[src/rtl/i2c_tgt_pkg.sv]
package i2c_tgt_pkg;
  localparam int BYTE_W = 8;

  typedef enum logic [2:0] {
    ST_IDLE,
    ST_ADDR,
    ST_ADDR_ACK,
    ST_WR_BYTE,
    ST_WR_ACK,
    ST_RD_BYTE,
    ST_RD_ACK
  } tgt_state_e;
endpackage

[src/rtl/i2c_tgt_sync.sv]
module i2c_tgt_sync #(
  parameter int WIDTH  = 2,
  parameter int STAGES = 2
) (
  input  logic             clk,
  input  logic             rst,
  input  logic [WIDTH-1:0] async_i,
  output logic [WIDTH-1:0] sync_o
);
  genvar g;
  generate
    for (g = 0; g < WIDTH; g++) begin : g_bit
      logic [STAGES-1:0] chain;
      always_ff @(posedge clk) begin
        if (rst) chain <= '1;
        else     chain <= {chain[STAGES-2:0], async_i[g]};
      end
      assign sync_o[g] = chain[STAGES-1];
    end
  endgenerate
endmodule

[src/rtl/i2c_tgt_regfile.sv]
module i2c_tgt_regfile #(
  parameter int DEPTH = 16,
  parameter int WIDTH = 8,
  parameter int AW    = 4
) (
  input  logic             clk,
  input  logic             we,
  input  logic [AW-1:0]    waddr,
  input  logic [WIDTH-1:0] wdata,
  input  logic [AW-1:0]    raddr,
  output logic [WIDTH-1:0] rdata
);
  logic [WIDTH-1:0] mem [DEPTH];

  always_ff @(posedge clk) begin
    if (we) mem[waddr] <= wdata;
    rdata <= mem[raddr];
  end
endmodule

[src/rtl/i2c_reg_target.sv]
module i2c_reg_target
  import i2c_tgt_pkg::*;
#(
  parameter logic [6:0] DEV_ADDR    = 7'h42,
  parameter int         NUM_REGS    = 16,
  parameter int         SYNC_STAGES = 2
) (
  input  logic clk,
  input  logic rst,
  input  logic scl_i,
  input  logic sda_i,
  output logic sda_oe
);
  localparam int PTR_W = (NUM_REGS > 1) ? $clog2(NUM_REGS) : 1;
  localparam int CNT_W = $clog2(BYTE_W + 1);
  localparam logic [CNT_W-1:0] FULL = CNT_W'(BYTE_W);

  logic [1:0] bus_sync;
  logic scl_s, sda_s, scl_d, sda_d;
  logic start_evt, stop_evt, scl_rise, scl_fall;

  i2c_tgt_sync #(.WIDTH(2), .STAGES(SYNC_STAGES)) u_sync (
    .clk(clk), .rst(rst), .async_i({scl_i, sda_i}), .sync_o(bus_sync)
  );
  assign scl_s = bus_sync[1];
  assign sda_s = bus_sync[0];

  always_ff @(posedge clk) begin
    if (rst) begin
      scl_d <= 1'b1;
      sda_d <= 1'b1;
    end else begin
      scl_d <= scl_s;
      sda_d <= sda_s;
    end
  end

  assign start_evt = scl_s & scl_d & sda_d & ~sda_s;
  assign stop_evt  = scl_s & scl_d & ~sda_d & sda_s;
  assign scl_rise  = scl_s & ~scl_d;
  assign scl_fall  = ~scl_s & scl_d;

  tgt_state_e        state;
  logic [CNT_W-1:0]  bit_cnt;
  logic [BYTE_W-1:0] rx_sh, tx_sh, rd_data, wr_data;
  logic [PTR_W-1:0]  ptr, wr_addr;
  logic              rd_dir, first_byte, master_ack, wr_en;

  function automatic logic [PTR_W-1:0] ptr_inc(input logic [PTR_W-1:0] p);
    return (p == PTR_W'(NUM_REGS - 1)) ? '0 : p + 1'b1;
  endfunction

  function automatic logic [PTR_W-1:0] ptr_load(input logic [BYTE_W-1:0] b);
    return PTR_W'(int'(b) % NUM_REGS);
  endfunction

  i2c_tgt_regfile #(.DEPTH(NUM_REGS), .WIDTH(BYTE_W), .AW(PTR_W)) u_regs (
    .clk(clk), .we(wr_en), .waddr(wr_addr), .wdata(wr_data),
    .raddr(ptr), .rdata(rd_data)
  );

  always_ff @(posedge clk) begin
    if (rst) begin
      state      <= ST_IDLE;
      bit_cnt    <= '0;
      rx_sh      <= '0;
      tx_sh      <= '0;
      sda_oe     <= 1'b0;
      rd_dir     <= 1'b0;
      first_byte <= 1'b0;
      master_ack <= 1'b0;
      ptr        <= '0;
      wr_en      <= 1'b0;
      wr_addr    <= '0;
      wr_data    <= '0;
    end else begin
      wr_en <= 1'b0;
      if (start_evt) begin
        state   <= ST_ADDR;
        bit_cnt <= '0;
        sda_oe  <= 1'b0;
      end else if (stop_evt) begin
        state   <= ST_IDLE;
        bit_cnt <= '0;
        sda_oe  <= 1'b0;
      end else begin
        if (scl_rise) begin
          case (state)
            ST_ADDR, ST_WR_BYTE:
              if (bit_cnt != FULL) begin
                rx_sh   <= {rx_sh[BYTE_W-2:0], sda_s};
                bit_cnt <= bit_cnt + 1'b1;
              end
            ST_RD_BYTE:
              if (bit_cnt != FULL) bit_cnt <= bit_cnt + 1'b1;
            ST_RD_ACK: master_ack <= ~sda_s;
            default: ;
          endcase
        end
        if (scl_fall) begin
          case (state)
            ST_ADDR:
              if (bit_cnt == FULL) begin
                if (rx_sh[BYTE_W-1:1] == DEV_ADDR) begin
                  sda_oe <= 1'b1;
                  rd_dir <= rx_sh[0];
                  state  <= ST_ADDR_ACK;
                end else begin
                  state  <= ST_IDLE;
                end
              end
            ST_ADDR_ACK: begin
              bit_cnt <= '0;
              if (rd_dir) begin
                tx_sh  <= rd_data;
                sda_oe <= ~rd_data[BYTE_W-1];
                state  <= ST_RD_BYTE;
              end else begin
                sda_oe     <= 1'b0;
                first_byte <= 1'b1;
                state      <= ST_WR_BYTE;
              end
            end
            ST_WR_BYTE:
              if (bit_cnt == FULL) begin
                sda_oe     <= 1'b1;
                first_byte <= 1'b0;
                state      <= ST_WR_ACK;
                if (first_byte) begin
                  ptr <= ptr_load(rx_sh);
                end else begin
                  wr_en   <= 1'b1;
                  wr_addr <= ptr;
                  wr_data <= rx_sh;
                  ptr     <= ptr_inc(ptr);
                end
              end
            ST_WR_ACK: begin
              sda_oe  <= 1'b0;
              bit_cnt <= '0;
              state   <= ST_WR_BYTE;
            end
            ST_RD_BYTE:
              if (bit_cnt == FULL) begin
                sda_oe <= 1'b0;
                ptr    <= ptr_inc(ptr);
                state  <= ST_RD_ACK;
              end else begin
                sda_oe <= ~tx_sh[BYTE_W-2];
                tx_sh  <= {tx_sh[BYTE_W-2:0], 1'b0};
              end
            ST_RD_ACK:
              if (master_ack) begin
                tx_sh   <= rd_data;
                sda_oe  <= ~rd_data[BYTE_W-1];
                bit_cnt <= '0;
                state   <= ST_RD_BYTE;
              end else begin
                state   <= ST_IDLE;
              end
            default: ;
          endcase
        end
      end
    end
  end
endmodule

[config.mk]
export PLATFORM = sky130hd
export DESIGN_NAME = i2c_reg_target
export DESIGN_NICKNAME = d
export VERILOG_FILES = /design/src/rtl/i2c_tgt_pkg.sv /design/src/rtl/i2c_tgt_sync.sv /design/src/rtl/i2c_tgt_regfile.sv /design/src/rtl/i2c_reg_target.sv
export SDC_FILE = /design/constraint.sdc
export NUM_CORES = 1
export LEC_CHECK = 0
export ABC_AREA = 1
export BUFFER_PORTS_ARGS = -buffer_cell sky130_fd_sc_hd__buf_4
export CAP_MARGIN = 25
export CORE_ASPECT_RATIO = 0.7
export CORE_MARGIN = 3
export CORE_UTILIZATION = 67
export CTS_BUF_LIST = sky130_fd_sc_hd__clkbuf_4 sky130_fd_sc_hd__clkbuf_8 sky130_fd_sc_hd__clkbuf_16
export DETAILED_ROUTE_END_ITERATION = 10
export PLACE_DENSITY = 0.86
export SYNTH_ARGS = -nofsm -noshare
export SYNTH_HDL_FRONTEND = slang
export SYNTH_SLANG_ARGS = --single-unit
[constraint.sdc]
create_clock -name clk -period 3.7 [get_ports clk]
set_input_delay 0.37 -clock clk [delete_from_list [all_inputs] [get_ports clk]]
set_output_delay 0.37 -clock clk [all_outputs]
set_load 0.05 [all_outputs]
==> results.md <==
* Syn Nets at 772
* Vias at 5588
* PD cells at 483 nW/µm²
* Slew margin rel. at 31.2%
* Ant diodes at 0
* Post-Synthesis Cells at 765
* Post-DP Area at 7720 µm²
* Setup Skew at 0.0104 ns
* RSZ-0062 raised after global routing: false
* Final wirelength at 17.9 mm
* Number of vias per cell at 6.06
* Critical path's slowest cell: nand3_2
* Worst hold slack at 0.117 ns
* Crit path time final at 2.02 ns
* Netlist cell types at 30
* Post-CTS setup buffers at 0
* Crit Reg-Reg Endpoint: wr_data[1]
* Worst-Skew Late Latency at 0.44 ns
* Inserted Clock Buffers at 17
* Avg Inst Size Synth at 9.96 µm²
* Max-slew violations at 0
* Max Clock Freq at 494 MHz
* Die Span Y at 95.2 µm
* Initial Util at 71.2%
* Crit. Startpoint: bit_cnt[0]
* WP buf/inv at 2
* Top delay family on crit path: simple AND/OR/NAND/NOR gates
* CP arrival at 2.38 ns
* Grt total ovfl at 0
* # DRC at 0
* Final Wtd Congestion at 0.873
* Worst r2r src: bit_cnt[0]
* Fillcell total at 679
* H-tree depth at 4
* Total GRT Usage at 29.2%
* Max Cap Viol at 0
* CTS sink count at 185
* Chip width at 133 µm
* Wire per inst at 19.4 µm
* CP Launch Type: flop
* Nets at 768
* Final Setup Violations at 0
* Hold buffers post-CTS at 0
* Worst slew pin tran at 1.03 ns
* Crit. path cell count at 8
* Critical Path RT at 4.06 ns
* DR iter-0 viols at 823
* Dpl hpwl at 11.3 mm
* Area Overhead vs Synth at 9.21%
* Clock slew seen by the registers of the worst setup and hold paths at 0.07 ns
* Core ar. at 10700 µm²
* Post-synthesis register bit count at 185
* Commonest non-fill, non-tap cell in the layout: nor2_1
* ANT nets after route at 0
* Buffers on Ports at 4
* Crit path capture: wr_data[1]
* Largest net degree at the start of global routing at 70
* Total negative slack at 0 ns
* CP Class: reg2reg
* Type of the worst min-delay path: in2reg
* Total leakage power at 2.73 nW
* R2R setup slack at 1.68 ns
* Status: complete, no violations
* Share of the yosys chip area belonging to registers at 65.4%
* Cts repair resizes at 0
* Global-route wire length before repair at 27.6 mm
* Critical Path, Cell by Cell: inv_1, ha_1, nand3_2, nor2_2, nand3_2, inv_2, nor2_1, nor2_1
* TritonCTS clock tree: built
* R2R cell count at 8
* Maximum VDD drop at 0.379 mV
* Root Driver: clkbuf_16
* FP Rows at 31
* Critical Path Fanout Max at 16
* Period utilization at 54.7%
* DRT Pass-1 Iters at 8
* Clk buf depth at 2
* Die area at 12700 µm²
* Synthesized area at 7620 µm²
* Io pins at 5
* Ys Warns at 0
* Crit-path max cell delay at 0.33 ns
* Initial antenna violation count at 0
* Fin util at 77.7%
* CP Capture Type: flop
* Vias in the first global route at 5154
* Finished Cell Area at 8320 µm²
* Share of cells above drive strength 1 at 8.27%
* Most frequent cells in the layout: nor2_1, edfxtp_1, o21ai_0, nand2_1, dfxtp_1
* Endpoints failing hold at 0
-- worst min-delay path by stage --
stage                        startpoint                        to  slack [ns]  cells after the start
6_report                          sda_i  u_sync.g_bit[0].chain[0]        0.12                      2
5_1_grt                           sda_i  u_sync.g_bit[0].chain[0]        0.13                      2
4_1_cts                           sda_i  u_sync.g_bit[0].chain[0]        0.11                      2
3_5_place_dp   u_sync.g_bit[0].chain[0]  u_sync.g_bit[0].chain[1]        0.40                      1
3_3_place_gp   u_sync.g_bit[1].chain[0]  u_sync.g_bit[1].chain[1]        0.39                      1
2_1_floorplan  u_sync.g_bit[0].chain[0]  u_sync.g_bit[0].chain[1]        0.39                      1
-- layout make-up --
class	instances	area, µm²	share of cell area (%)
Timing Repair Buffer	7	77.6	0.932
Sequential cell	185	4990	59.9
Clock inverter	10	75.1	0.902
Multi-Input combinational cell	493	2270	27.3
Inverter	57	214	2.57
Clock buffer	22	510	6.13
Tap cell	148	185	2.22
-- flip-flops by register name (all words and copies together), names as in the netlist, 3 cells and up --
signal	flops
u_regs.mem	128
rx_sh	8
u_regs.rdata	8
wr_data	8
tx_sh	7
bit_cnt	4
ptr	4
u_sync.g_bit.chain	4
wr_addr	4
state	3
-- power by group --
group | switching, mW | internal (mW) | total [mW]
registers | 0.00405 | 2.19 | 2.19
logic | 0.0288 | 0.0120 | 0.0408
clock network | 0.793 | 0.995 | 1.79
-- cells by family (layout without fill, tap and decap cells) --
| kind of cell | count (synthesis) | after routing | share of synthesized area, % |
|---|---|---|---|
| DFF | 185 | 185 | 65.4 |
| AOI/OAI and AO/OA | 156 | 156 | 11.0 |
| buffers and inverters | 87 | 96 | 4.76 |
| xor gates and xnor gates | 3 | 3 | 0.345 |
| adders and majority gates | 3 | 3 | 0.493 |
| and+or+nand+nor | 331 | 331 | 18.0 |
-- cells in the mapped netlist --
cell,count,area share (%)
nor2_1,180,8.9
edfxtp_1,128,50
o21ai_0,104,6.8
nand2_1,103,5.1
dfxtp_1,57,15
inv_1,50,2.5
nand3_1,20,1.3
o211ai_1,19,1.9
a21oi_1,17,1.1
clkbuf_1,15,0.74
o21ai_1,13,0.85
buf_2,8,0.53
nor3_1,6,0.39
inv_2,5,0.25
nand2_2,4,0.33
nand3_2,4,0.53
nand3b_1,4,0.39
or2_2,4,0.33
buf_4,3,0.30
ha_1,3,0.49
a21oi_2,2,0.23
buf_1,2,0.099
buf_6,2,0.30
clkinv_1,2,0.099
nand3_4,2,0.46
nand4_1,2,0.16
nor2_2,2,0.16
xor2_1,2,0.23
o22ai_1,1,0.082
xnor2_1,1,0.11
-- stage by stage --
stage / power, mW / setup WS [ns] / std cells
floorplan: 2.26 / 2.24 / 765
global placement: 2.27 / 1.77 / 888
detailed placement: 2.28 / 1.84 / 889
CTS: 4.02 / 1.76 / 921
global route: 4.12 / 1.57 / 922
finish: 4.02 / 1.68 / 922
-- metal layers --
metal,up-vias,GRT usage (%),part of all wire (%)
li1,2571,-,-
met1,2604,43.1,42
met2,377,43.4,44
met3,36,7.07,12
met4,0,9.59,1.8
met5,-,0,0
-- worst register-to-register path, stage by stage (launching register included) --
cell	delay, ns
dfxtp_1	0.32
inv_1	0.10
ha_1	0.19
nand3_2	0.22
nor2_2	0.25
nand3_2	0.33
inv_2	0.28
nor2_1	0.08
nor2_1	0.17
Power figures use the tool's default switching activity.
